$ cat config.mk
export PLATFORM = sky130hd
export DESIGN_NAME = wdog_top
export DESIGN_NICKNAME = d
export VERILOG_FILES = /design/src/rtl/wdog_pkg.sv /design/src/rtl/wdog_prescale.sv /design/src/rtl/wdog_feed_seq.sv /design/src/rtl/wdog_counter.sv /design/src/rtl/wdog_top.sv
export SDC_FILE = /design/constraint.sdc
export NUM_CORES = 1
export LEC_CHECK = 0
export ABC_AREA = 1
export BUFFER_PORTS_ARGS = -buffer_cell sky130_fd_sc_hd__buf_4
export CAP_MARGIN = 20
export CORE_ASPECT_RATIO = 0.9
export CORE_MARGIN = 8
export CORE_UTILIZATION = 40
export CTS_BUF_LIST = sky130_fd_sc_hd__clkbuf_16
export DETAILED_ROUTE_END_ITERATION = 12
export PLACE_DENSITY = 0.63
export SLEW_MARGIN = 40
export SYNTH_ARGS = -nofsm -noshare
export SYNTH_HDL_FRONTEND = slang
export SYNTH_HIERARCHICAL = 1
export SYNTH_SLANG_ARGS = --single-unit
$ cat constraint.sdc
create_clock -name clk -period 2.2 [get_ports clk]
set_input_delay 0.33 -clock clk [delete_from_list [all_inputs] [get_ports clk]]
set_output_delay 0.33 -clock clk [all_outputs]
set_load 0.05 [all_outputs]
$ cat src/rtl/wdog_pkg.sv
package wdog_pkg;

    localparam int unsigned ADDR_W = 4;

    // register byte offsets
    localparam logic [ADDR_W-1:0] OFS_MODE  = 4'h0;
    localparam logic [ADDR_W-1:0] OFS_TC    = 4'h4;
    localparam logic [ADDR_W-1:0] OFS_FEED  = 4'h8;
    localparam logic [ADDR_W-1:0] OFS_COUNT = 4'hC;

    // mode register bit positions
    localparam int unsigned MB_EN   = 0;
    localparam int unsigned MB_RSEL = 1;
    localparam int unsigned MB_FLAG = 2;

    localparam logic [7:0] KEY_OPEN  = 8'hAA;
    localparam logic [7:0] KEY_CLOSE = 8'h55;

endpackage

$ cat src/rtl/wdog_prescale.sv
module wdog_prescale #(
    parameter int unsigned DIV = 4
) (
    input  logic clk,
    input  logic rst_n,
    input  logic run,
    input  logic clear,
    output logic tick
);
    localparam int unsigned PW = (DIV > 1) ? $clog2(DIV) : 1;
    localparam logic [PW-1:0] LAST = PW'(DIV - 1);

    logic [PW-1:0] ph_d, ph_q;

    assign tick = run && (ph_q == LAST);

    always_comb begin
        ph_d = ph_q;
        if (clear) begin
            ph_d = '0;
        end else if (run) begin
            ph_d = tick ? '0 : ph_q + 1'b1;
        end
    end

    always_ff @(posedge clk or negedge rst_n) begin
        if (!rst_n) ph_q <= '0;
        else        ph_q <= ph_d;
    end
endmodule

$ cat src/rtl/wdog_feed_seq.sv
module wdog_feed_seq
    import wdog_pkg::*;
(
    input  logic       clk,
    input  logic       rst_n,
    input  logic       acc,
    input  logic       feed_wr,
    input  logic [7:0] key,
    output logic       done,
    output logic       broken
);
    logic open_d, open_q;

    always_comb begin
        open_d = open_q;
        done   = 1'b0;
        broken = 1'b0;
        if (acc) begin
            if (open_q) begin
                open_d = 1'b0;
                if (feed_wr && key == KEY_CLOSE) done   = 1'b1;
                else                             broken = 1'b1;
            end else if (feed_wr && key == KEY_OPEN) begin
                open_d = 1'b1;
            end
        end
    end

    always_ff @(posedge clk or negedge rst_n) begin
        if (!rst_n) open_q <= 1'b0;
        else        open_q <= open_d;
    end
endmodule

$ cat src/rtl/wdog_counter.sv
module wdog_counter #(
    parameter int unsigned W     = 32,
    parameter logic [W-1:0] INIT = 'hFF
) (
    input  logic         clk,
    input  logic         rst_n,
    input  logic         load,
    input  logic [W-1:0] reload,
    input  logic         step,
    output logic [W-1:0] value,
    output logic         expired
);
    logic [W-1:0] v_d, v_q;

    assign value   = v_q;
    assign expired = step && (v_q == '0);

    always_comb begin
        v_d = v_q;
        if (load || expired) v_d = reload;
        else if (step)       v_d = v_q - 1'b1;
    end

    always_ff @(posedge clk or negedge rst_n) begin
        if (!rst_n) v_q <= INIT;
        else        v_q <= v_d;
    end
endmodule

$ cat src/rtl/wdog_top.sv
module wdog_top
    import wdog_pkg::*;
#(
    parameter int unsigned  DATA_W   = 32,
    parameter int unsigned  PRESCALE = 4,
    parameter logic [31:0]  TC_MIN   = 32'h0000_00FF
) (
    input  logic              clk,
    input  logic              rst_n,
    input  logic              bus_sel,
    input  logic              bus_wr,
    input  logic [ADDR_W-1:0] bus_addr,
    input  logic [DATA_W-1:0] bus_wdata,
    output logic [DATA_W-1:0] bus_rdata,
    output logic              irq,
    output logic              rst_req
);
    localparam logic [DATA_W-1:0] FLOOR = DATA_W'(TC_MIN);

    typedef struct packed {
        logic              en;
        logic              rsel;
        logic              flag;
        logic              irq;
        logic              rst_req;
        logic              armed;
        logic              ev;
        logic [DATA_W-1:0] tc;
    } state_t;

    state_t st_d, st_q;

    logic              wr_acc;
    logic              feed_done, feed_broken;
    logic              tick, zero_hit;
    logic [DATA_W-1:0] cnt;

    assign wr_acc = bus_sel && bus_wr;

    wdog_feed_seq i_feed (
        .clk     (clk),
        .rst_n   (rst_n),
        .acc     (bus_sel),
        .feed_wr (wr_acc && bus_addr == OFS_FEED),
        .key     (bus_wdata[7:0]),
        .done    (feed_done),
        .broken  (feed_broken)
    );

    wdog_prescale #(.DIV(PRESCALE)) i_pre (
        .clk   (clk),
        .rst_n (rst_n),
        .run   (st_q.armed),
        .clear (feed_done),
        .tick  (tick)
    );

    wdog_counter #(.W(DATA_W), .INIT(FLOOR)) i_cnt (
        .clk     (clk),
        .rst_n   (rst_n),
        .load    (feed_done),
        .reload  (st_q.tc),
        .step    (tick),
        .value   (cnt),
        .expired (zero_hit)
    );

    always_comb begin
        st_d = st_q;
        if (wr_acc && bus_addr == OFS_MODE) begin
            st_d.en   = st_q.en | bus_wdata[MB_EN];
            st_d.rsel = bus_wdata[MB_RSEL];
            if (bus_wdata[MB_FLAG]) begin
                st_d.flag = 1'b0;
                st_d.irq  = 1'b0;
            end
        end
        if (wr_acc && bus_addr == OFS_TC) begin
            st_d.tc = (bus_wdata < FLOOR) ? FLOOR : bus_wdata;
        end
        if (feed_done && st_q.en) st_d.armed = 1'b1;
        // fault or expiry is staged one cycle before it reaches the pins
        st_d.ev = st_q.armed && (feed_broken || zero_hit);
        if (st_q.ev) begin
            st_d.flag = 1'b1;
            if (st_q.rsel) st_d.rst_req = 1'b1;
            else           st_d.irq     = 1'b1;
        end
    end

    always_ff @(posedge clk or negedge rst_n) begin
        if (!rst_n) begin
            st_q    <= '0;
            st_q.tc <= FLOOR;
        end else begin
            st_q <= st_d;
        end
    end

    always_comb begin
        bus_rdata = '0;
        case (bus_addr)
            OFS_MODE: begin
                bus_rdata[MB_EN]   = st_q.en;
                bus_rdata[MB_RSEL] = st_q.rsel;
                bus_rdata[MB_FLAG] = st_q.flag;
            end
            OFS_TC:    bus_rdata = st_q.tc;
            OFS_COUNT: bus_rdata = cnt;
            default:   bus_rdata = '0;
        endcase
    end

    assign irq     = st_q.irq;
    assign rst_req = st_q.rst_req;
endmodule

======== Yosys cells after proc, flatten, opt, wreduce, memory -nomap -nowiden ========
Index checks and enable logic that the tools add are counted.
storage, ports and cells
  latch bits .............................. 0
  input port bits ......................... 40
  memory bits (writable) .................. 0
  output and inout bits ................... 34
  register bits ........................... 74
  memory bits (read-only) ................. 0
  logic and storage cells ................. 62
  memories kept ........................... 0
cells by class
  multipliers ............................. 0
  bitwise logic cells ..................... 1
  div/mod/pow operators ................... 0
  add/subtract/negate cells ............... 2
  reductions and logical operators ........ 20
  multiplexer cells ....................... 21
  shift operators ......................... 0
  order comparisons ....................... 1
  equal/unequal tests ..................... 6
operators with widths
  kind                                                  number
  2-to-1 mux 32 bit                                     3
  case mux 29 bit (2 select lines)                      1
  zero test 32 bit                                      1
  < comparator 32 x 8 -> 1 bit (second input constant)  1
  subtractor 32 x 1 -> 32 bit (second input constant)   1
  logical AND 1 bit                                     10
  2-to-1 mux 1 bit                                      10
  2-to-1 mux 2 bit                                      5
  case mux 3 bit (3 select lines)                       1
  equality test 4 bit (second input constant)           2
  equality test 8 x 7 -> 1 bit (second input constant)  1
  equality test 8 bit (second input constant)           1
  nonzero test 2 bit                                    4
  equality test 4 x 3 -> 1 bit (second input constant)  1
  zero test 4 bit                                       1
  AND reduction 2 bit                                   2
  2-to-1 mux 3 bit                                      1
  adder 2 x 1 -> 2 bit (second input constant)          1
  equality test 2 bit (second input constant)           1
  logical OR 1 bit                                      2
  OR 1 bit                                              1

======== Depth between registers and ports, before layout ========
Gate-level depths: netlist of the first run.
  depth after elaboration ................. 8
  mapped depth ............................ 14
  depth with buffers taken out ............ 13

======== Hierarchy ========
Netlist of the first run, hierarchy kept.
modules (own cells, without submodules)
  module         area an instance (um2)  seq. area each (um2)  instances  cells an instance
  wdog_counter   2,573.7                 810.8                 1          417
  wdog_top       2,085.8                 985.9                 1          278
  wdog_feed_seq  137.6                   25.0                  1          29
  wdog_prescale  117.6                   50.0                  1          16

======== Least setup slack after synthesis of the first run ========
OpenSTA, ideal clock, no wires.
  kind .................................... input to output
  from .................................... input port bus_addr[0]
  to ...................................... output port bus_rdata[3]
  arrival time ............................ 1.862 ns
  data required time ...................... 1.870 ns
  buffers on the path ..................... 0
  slack ................................... 0.008 ns
  stages on the path ...................... 5
  cells stage by stage .................... inv_1 > nand2_1 > nor2_4 > inv_1 > o21ai_0
between the ends
  word-level cells in the longest chain between the ends .. 2
  elaborated cells between the ends (all ways) .. 3
  those cells by class .................... eq/ne: 2; mux: 1
RTL lines
  item                                                                 line             source
  start: declaration                                                   wdog_top.sv:12   input logic [ADDR_W-1:0] bus_addr,
  equality test 4 bit or equality test 4 x 3 -> 1 bit (tied branches)  wdog_top.sv:102  case (bus_addr)
  case mux 29 bit (2 select lines) (*)                                 wdog_top.sv:102
  end: declaration                                                     wdog_top.sv:14   output logic [DATA_W-1:0] bus_rdata,
Every way passes the cells marked *; elsewhere a longest branch is shown, timed or not.

======== Final worst setup path of the first run ========
  from .................................... register i_cnt.v_q[14], in the netlist i_cnt/value[14]
  to ...................................... register i_cnt.v_q[14], in the netlist i_cnt/value[14]
between the ends
  word-level cells in the longest chain between the ends .. 4
  elaborated cells between the ends (all ways) .. 7
  those cells by class .................... add/sub: 1; mux: 2; reduce/logical: 4
RTL lines
  item                                                                 line                source
  start: declaration                                                   wdog_counter.sv:13  logic [W-1:0] v_d, v_q;
  start signal: assignment                                             wdog_counter.sv:26  else v_q <= v_d;
  branches (longest 4 deep; another with subtractor 32 x 1 -> 32 bit)  n/a
Parallel ways; which one is timed is not known. The select of a mux whose other input is x is not followed.
A chain may end at the register's enable or synchronous reset.

==> impl_metrics.toml, run 1 <==
[logic_synthesis]
syn_avg_cell_area_um2 = 6.64
synthTopCellsByArea = "dfrtp_1, nand2_1, dfstp_2, nor2_1, nand3_1"
syn_nets = 782
yosysWarnings = 6
synthArstFlopShare = 1.00
syn_inst = 740
yosysTopAreaCellShare = 0.295
ys_ff_latch = 74
seq_area_frac_synth = 0.381
yosys-top-cells-count = "nand2_1, nor2_1, inv_1, nand3_1, dfrtp_1"
synth.largest_area_cell = "dfrtp_1"
synth_edf_count = 0
netlist_area_um2 = 4910
synth_cell_types = 36
ys.flop_type = "dfrtp_1"
synthMostInstantiatedCell = "nand2_1"

[final_layout]
stdcell_count = 984
nets = 861
syn2layout_area_growth_pct = 21.8
drive_gt1_frac = 0.171
insertedDiodeCount = 0
n_fill_cell = 1225

[clocking]
clock_sinks = 74
numCtsBuffers = 9
cts_buffer_depth = 2
cts_tree = "done"
cts_resized = 0
ctsHoldBuffers = 0
cts_htree_levels = 3
cts-root-buf = "clkbuf_16"
path_clk_slew_ps = 60
post_cts_buffers = 0
worstSkewPairLatency_ps = 340

[detailed_routing]
ant_nets = 0
viasPerCell = 5.00
drt_iter0_markers = 380
first_pass_iters = 7
vias = 4916
routed_wl_um = 14700
drc = 0
wl_per_cell_um = 14.9

[power]
net-switching-power_w = 0.00263
sw_frac_of_total = 0.411
p_total_w = 0.00641
pwr-share-comb = 0.371
irDropWorstVdd_mv = 0.347
p_leak_nw = 3.16
powerDensity_nw_per_um2 = 1070
p_seq_frac = 0.385
pwr-share-clk = 0.244
internal_power_w = 0.00378

[critical_path]
r2r_slack_ps = 260
reg2regPathDepth = 9
crit_path_end_kind = "flop"
crit_type = "flop to flop"
reg2reg_to = "i_cnt/value[14]"
arrival_ps = 2170
crit_fanout = 24
timing.rr.start = "i_cnt/value[14]"
start_kind = "flop"
crit_required_ps = 2430

[timing]
fmaxAchievable_ghz = 0.515
worst_pin_slew_ps = 729
final-setup-viol-count = 0
min_period_ps = 1940
rsz0062_at_grt = "false"
hold_slack_ps = -16.3
fin_skew_ps = 5.49
hold_viol = 17
setup_tns_ps = 0
max-slew-margin-rel = 0.511
finalCritPeriodShare = 0.882
finalMaxSlewViolations = 0

[die]
fp-row-count = 38
coreArea_um2 = 12000
ios = 74
initial_utilization = 0.409
die_w_um = 133
dieArea_um2 = 16100
die_h_um = 121

[placed_design]
gp_congestion = 0.893
portBuffers = 73
dp.cells = 968
hpwl_um = 11000

[global_routing]
grt_pass1_wl_um = 24000
grt_max_degree = 44
grt_overflow = 0
track_usage = 0.185
grt_pass1_vias = 4858
antenna_found_initial = 0

[status]
status = "complete, but fails checks"
violations = "hold timing"

[worst_hold_path]
hp-class = "primary input to asynchronous set/reset pin"

[run]
drv_cap = 0
## worst max-delay path, cell delays in order, from the launching register on
cell and delay [ps]:
dfrtp_1 460, nor2_2 200, nand3_1 130, nor2_2 240, nand3_4 160, nand2_4 110, buf_4 290, nand2_1 100
nand3_1 90, nand2_1 50
## layout by cell type (no fill, tap or decap), drive strengths merged, types with 5 or more instances in the layout
cell and n:
nand4 5, nor2 104, xor2 8, clkbuf 9, inv 88, nand2 305
o21ai 11, dfrtp 58, or2 7, xnor2 6, nand3 65, dfstp 16
buf 90, o21bai 7, a22o 24
## cell type report
type	count	area [um^2]	share of cell area
Clock inverter	7	85.1	0.0142
Inverter	88	335	0.0560
Tap cell	160	200	0.0334
Multi-Input combinational cell	556	2560	0.427
Timing Repair Buffer	90	713	0.119
Sequential cell	74	1870	0.313
Clock buffer	9	225	0.0376
## layer usage
metal  vias up  global-route usage  share of wire
li1       2452                   -              -
met1      2322               0.254           0.48
met2       122               0.286           0.44
met3        20              0.0319          0.055
met4         0              0.0709          0.016
met5         -                   0              0
## stage by stage
stage / util / hold WS [ps] / area [um^2] / setup slack (ps)
final: 0.498 / -16.3 / 5990 / 260
after global routing: 0.498 / 33.9 / 5990 / 73.5
after CTS: 0.497 / 4.59 / 5980 / 101
after detailed placement: 0.472 / 361 / 5670 / 54.7
after global placement: 0.472 / 355 / 5670 / 136
after floorplan: - / 34.4 / 4910 / 7.57
## registers in the layout (all words and copies together), names as in the netlist
| signal | flops |
|---|---|
| i_feed/open_q | 1 |
| i_cnt/value | 32 |
| irq | 1 |
| st_q | 37 |
| rst_req | 1 |
| i_pre/ph_q | 2 |
## logic make-up (layout without fill, tap and decap cells)
kind of cell,after synthesis,in the layout,synth area share
adder cells (fa/ha/maj),2,2,0.00509
AO/OA/AOI/OAI,49,49,0.0751
AND/OR/NAND/NOR,491,491,0.415
XOR/XNOR,14,14,0.0249
flip-flops,74,74,0.381
buffers and inverters,110,194,0.0990
## power by group through the flow
stage	Combinational, W	Sequential, W	Clock, W
after global placement	0.00227	0.00245	0
after global routing	0.00272	0.00254	0.00164
after floorplan	0.00175	0.00231	0
after detailed placement	0.00235	0.00246	0
after CTS	0.00237	0.00245	0.00159
final	0.00238	0.00246	0.00156
## worst max-delay path by stage
stage	start	endpoint	cells past startpoint	slack (ps)
floorplan	bus_addr[0]	bus_rdata[3]	5	8
global placement	bus_addr[0]	i_cnt/value[25]	14	140
detailed placement	bus_addr[0]	st_q[26]	9	50
CTS	i_cnt/value[0]	i_cnt/value[5]	11	100
global route	i_pre/ph_q[0]	i_cnt/value[29]	11	70
finish	i_cnt/value[14]	i_cnt/value[14]	9	260
No activity file was read; power rests on OpenSTA's default activity.
==> run 2: changes to the inputs <==
--- a/config.mk
+++ b/config.mk
@@ -14,6 +14,7 @@
 export CTS_BUF_LIST = sky130_fd_sc_hd__clkbuf_16
 export DETAILED_ROUTE_END_ITERATION = 12
 export PLACE_DENSITY = 0.63
+export REMOVE_ABC_BUFFERS = 1
 export SLEW_MARGIN = 40
 export SYNTH_ARGS = -nofsm -noshare
 export SYNTH_HDL_FRONTEND = slang
==> run 2 against run 1 <==
Effect of this change:
- the flow now finishes without violations
- critical path depth up 2
- critical endpoint is now i_cnt/value[27]
- highest routed layer unchanged
- global-route usage down 0.58 points
- routed wire length down 4.1%
- worst setup slack worse by 82 ps
- critical path type unchanged
- cell count down 0.41%
==> impl_metrics.toml, run 2 (synthesis results as in run 1) <==
[final_layout]
largest_reg_flops = 37
layout_common_cells = "nand2_1, nor2_1, inv_1, buf_4, nand3_1"
nets = 857
largest_register = "st_q"
syn2layout_area_growth_pct = 20.3
insertedDiodeCount = 0
post-route-util = 0.492
n_fill_cell = 1217
regArea_um2 = 1870
layout_commonest_cell = "nand2_1"
multi_input_comb_area_um2 = 2560
stdcell_count = 980
drive_gt1_frac = 0.162
fin_area_um2 = 5910

[timing]
final-setup-viol-count = 0
max-slew-margin-rel = 0.596
finalWorstSetupSlack_ps = 178
fin_skew_ps = 6.28
fmaxAchievable_ghz = 0.495
rsz0062_at_grt = "false"
finalCritPeriodShare = 0.919
hold_viol = 0
worst_pin_slew_ps = 602
finalMaxSlewViolations = 0
min_period_ps = 2020

[status]
status = "complete, no violations"

[placed_design]
portBuffers = 73
dpl_cell_area_um2 = 5650
gp_congestion = 0.911
preCtsSetupSlack_ps = -96.8
dp.cells = 963
hpwl_um = 10400

[global_routing]
grt_pass1_vias = 4796
grt_overflow = 0
grt_max_degree = 41
grt_pass1_wl_um = 23500
antenna_found_initial = 0
track_usage = 0.179

[detailed_routing]
viasPerCell = 4.94
drc = 0
ant_nets = 0
wl_per_cell_um = 14.4
routed_wl_um = 14100
first_pass_iters = 5
drt_iter0_markers = 357
vias = 4839

[die]
ios = 74
fp-row-count = 38
initial_utilization = 0.409
die_w_um = 133
die_h_um = 121
coreArea_um2 = 12000
dieArea_um2 = 16100

[clocking]
clock_sinks = 74
path_clk_slew_ps = 60
numCtsBuffers = 9
cts_buffer_depth = 2
worstSkewPairLatency_ps = 340
cts-root-buf = "clkbuf_16"
cts_tree = "done"
cts_htree_levels = 3

[critical_path]
start_kind = "flop"
reg2regPathDepth = 11
crit_path_start = "i_cnt/value[0]"
cp_num_cells = 11
cp_cell_sequence = "inv_1 > ha_1 > nand2_2 > inv_2 > nand2_2 > nor2_4 > nand3_4 > nand3_4 > inv_2 > nand2_1 > nand2_1"
cpPeakStageDelay_ps = 550
critPathTopFamily = "simple AND/OR/NAND/NOR gates"
crit_type = "flop to flop"
cp_slowest_cell = "dfstp_2"
crit_required_ps = 2470
worstSetupEndpoint = "i_cnt/value[27]"
arrival_ps = 2290
cp.buffers_inverters = 3
timing.rr.start = "i_cnt/value[0]"
crit_fanout = 31
crit_path_end_kind = "flop"
reg2reg_to = "i_cnt/value[27]"
r2r_slack_ps = 180

[worst_hold_path]
min-delay-start = "bus_wdata[12]"
hold_depth = 3
hp-class = "primary input to flop"

[power]
irDropWorstVdd_mv = 0.397
powerDensity_nw_per_um2 = 1020
p_leak_nw = 3.13

[run]
drv_cap = 0
==> run 2: changes by cell type in the layout (fill, tap and decap cells not counted), sizes merged <==
cell         delta
clkinv          +2
bufinv          -2
buf             -5
clkinvlp        -1
inv             +1
dlygate4sd3     +1
==> run 2: power by group <==
part	switching (W)	internal (W)
sequential	0.000604	0.00188
combinational	0.00138	0.000868
clock	0.000535	0.000738
total	0.00252	0.00348
==> run 2: layer usage <==
metal | vias to the layer above | part of all wire | global-route usage
met5 | - | 0 | 0
met4 | 0 | 0.018 | 0.0702
met3 | 16 | 0.058 | 0.0364
met2 | 135 | 0.45 | 0.285
met1 | 2245 | 0.47 | 0.236
li1 | 2443 | - | -
==> run 2: through the flow <==
stage	setup TNS, ps	hold WS, ps	total power, W
2_1_floorplan	-1300	34.4	0.00397
3_3_place_gp	-147	328	0.00463
3_5_place_dp	-1870	321	0.00474
4_1_cts	0	184	0.00604
5_1_grt	0	197	0.00652
6_report	0	194	0.00601
==> run 2: cell type report <==
| class | count | area share |
|---|---|---|
| Clock buffer | 9 | 0.0381 |
| Clock inverter | 7 | 0.00487 |
| Inverter | 88 | 0.0563 |
| Multi-Input combinational cell | 556 | 0.432 |
| Sequential cell | 74 | 0.317 |
| Tap cell | 160 | 0.0339 |
| Timing Repair Buffer | 86 | 0.118 |
==> run 2: tightest hold or removal path: cells and delay by family <==
| kind | cells | cell delay (ps) |
|---|---|---|
| buf+inv | 1 | 80 |
| simple gates | 2 | 80 |
==> run 2: what timing repair did <==
action                                 in CTS  in global routing
endpoints found under the hold margin      18                  0
hold buffers                                1                  0
buffers inserted                            0                  0
gates resized for setup                     0                  2
setup endpoints to repair                   0                 18
==> run 2: how the worst min path moves through the flow <==
stage | slack (ps) | to
6_report | 190 | st_q[12]
5_1_grt | 200 | st_q[10]
4_1_cts | 180 | st_q[12]
3_5_place_dp | 320 | st_q[26]
3_3_place_gp | 330 | st_q[27]
2_1_floorplan | 30 | i_cnt/value[10]
==> run 3: changes to the inputs <==
--- a/config.mk
+++ b/config.mk
@@ -9,7 +9,7 @@
 export BUFFER_PORTS_ARGS = -buffer_cell sky130_fd_sc_hd__buf_4
 export CAP_MARGIN = 20
 export CORE_ASPECT_RATIO = 0.9
-export CORE_MARGIN = 8
+export CORE_MARGIN = 4
 export CORE_UTILIZATION = 40
 export CTS_BUF_LIST = sky130_fd_sc_hd__clkbuf_16
 export DETAILED_ROUTE_END_ITERATION = 12
==> constraint.sdc (replaced) <==
create_clock -name clk -period 2.3 [get_ports clk]
set_input_delay 0.345 -clock clk [delete_from_list [all_inputs] [get_ports clk]]
set_output_delay 0.345 -clock clk [all_outputs]
set_load 0.05 [all_outputs]
==> run 3 against run 2 <==
Effect of this change:
- sequential share of layout area increased by 0.087 points
- via count decreased by 1.9%
- critical path depth unchanged
- critical endpoint is now i_cnt/value[11]
- first-iteration DRC count increased by 3.4%
- worst setup slack improved by 75 ps
- clock-buffer cell count unchanged
- cell area decreased by 0.27%
- sequential power decreased by 4%
- clock power about the same
- critical path type unchanged
- register-to-register slack improved by 70 ps
==> impl_metrics.toml, run 3 (synthesis results as in run 1) <==
[clocking]
cts_tree = "done"
cts_htree_levels = 3
numCtsBuffers = 9
path_clk_slew_ps = 60
cts-root-buf = "clkbuf_16"
clock_sinks = 74
worstSkewPairLatency_ps = 340
cts_buffer_depth = 2

[global_routing]
track_usage = 0.203
grt_pass1_vias = 4612
grt_pass1_wl_um = 23200
grt_max_degree = 45
grt_overflow = 0
antenna_found_initial = 0

[power]
irDropWorstVdd_mv = 0.502
powerDensity_nw_per_um2 = 977
p_leak_nw = 3.11
p_total_w = 0.00576

[timing]
worst_pin_slew_ps = 597
fin_skew_ps = 6.28
fmaxAchievable_ghz = 0.488
min_period_ps = 2050
finalCritPeriodShare = 0.890
hold_viol = 0
finalWorstSetupSlack_ps = 252
final-setup-viol-count = 0
max-slew-margin-rel = 0.599
rsz0062_at_grt = "false"
finalMaxSlewViolations = 0

[critical_path]
crit_fanout = 31
cp_slowest_cell = "dfstp_2"
crit_type = "flop to flop"
crit_path_end_kind = "flop"
arrival_ps = 2320
cp_cell_sequence = "inv_1 > ha_1 > nand2_2 > inv_2 > nand2_2 > nor2_4 > nand3_4 > nand3_4 > inv_2 > nand2_1 > nand3_1"
cp.buffers_inverters = 3
start_kind = "flop"
cpPeakStageDelay_ps = 550
critPathTopFamily = "simple AND/OR/NAND/NOR gates"
crit_required_ps = 2570

[final_layout]
largest_register = "st_q"
drive_gt1_frac = 0.165
nets = 855
insertedDiodeCount = 0
layout_common_cells = "nand2_1, nor2_1, inv_1, buf_4, nand3_1"
largest_reg_flops = 37
syn2layout_area_growth_pct = 20.0
layout_commonest_cell = "nand2_1"

[placed_design]
hpwl_um = 10100
portBuffers = 73
preCtsSetupSlack_ps = -87.9
gp_congestion = 0.917

[detailed_routing]
ant_nets = 0
drt_iter0_markers = 369
vias = 4748
first_pass_iters = 5
wl_per_cell_um = 14.4
routed_wl_um = 14100
viasPerCell = 4.85
drc = 0

[die]
die_h_um = 113
fp-row-count = 38
coreArea_um2 = 12000
die_w_um = 125
dieArea_um2 = 14100
ios = 74
initial_utilization = 0.409

[status]
status = "complete, no violations"

[worst_hold_path]
hp-class = "primary input to flop"

[run]
drv_cap = 0
==> run 3: cell types whose count changed in the layout (fill, tap and decap cells not counted) <==
cell and change:
clkinv_1 -2, clkinvlp_4 +2, buf_12 -1, buf_4 -1, clkinv_2 +1, inv_1 -1
nor2_1 -1, nor2_2 +1
==> run 3: worst min-delay path, stage by stage <==
cell and delay (ps):
buf_4 80, nand2_1 40, nand2_1 40
==> run 3: area by class of cell <==
class                           count  area (um^2)
Clock buffer                        9          225
Clock inverter                      7         37.5
Fill cell                        1264         6130
Inverter                           88          333
Multi-Input combinational cell    556         2560
Sequential cell                    74         1870
Tap cell                          160          200
Timing Repair Buffer               84          671
==> run 3: final timing paths <==
kind | start | endpoint | slack [ps] | depth (start not counted)
worst max-delay path | i_cnt/value[0] | i_cnt/value[11] | 250 | 11
worst min register to register | rst_req | rst_req | 460 | 1
max in group asynchronous | rst_n | i_cnt/value[0] | 1170 | 3
worst min-delay path | bus_wdata[12] | st_q[12] | 200 | 3
min in group asynchronous | rst_n | st_q[27] | 490 | 2
worst max register to register | i_cnt/value[0] | i_cnt/value[11] | 250 | 11
==> run 3: where the power goes <==
| part | total [W] | switching (W) | internal [W] |
|---|---|---|---|
| clock | 0.00126 | 0.000545 | 0.000715 |
| combinational | 0.00212 | 0.00132 | 0.000808 |
| sequential | 0.00238 | 0.000585 | 0.00179 |
==> run 3: routing by layer <==
metal  routed length [um]  vias up  share of wire  track usage
met5                    0        -              0            0
met4                  200        0          0.014       0.0470
met3                  843       12          0.060       0.0472
met2                 6260      117           0.44        0.313
met1                 6760     2186           0.48        0.292
li1                     -     2433              -            -
==> run 3: repair_timing <==
item / CTS / global route
hold endpoints to repair: 17 / 0
gates resized for setup: 0 / 3
buffers inserted: 0 / 0
hold buffers: 1 / 0
setup endpoints to repair: 0 / 20
==> run 3: through the flow <==
step	hold WS, ps	instances	cell area, um^2	TNS [ps]	utilization
2_1_floorplan	49.4	718	4760	-952	-
3_3_place_gp	309	961	5620	-984	0.467
3_5_place_dp	311	961	5620	-1980	0.467
4_1_cts	195	978	5890	0	0.490
5_1_grt	208	978	5900	0	0.490
6_report	204	978	5900	0	0.490
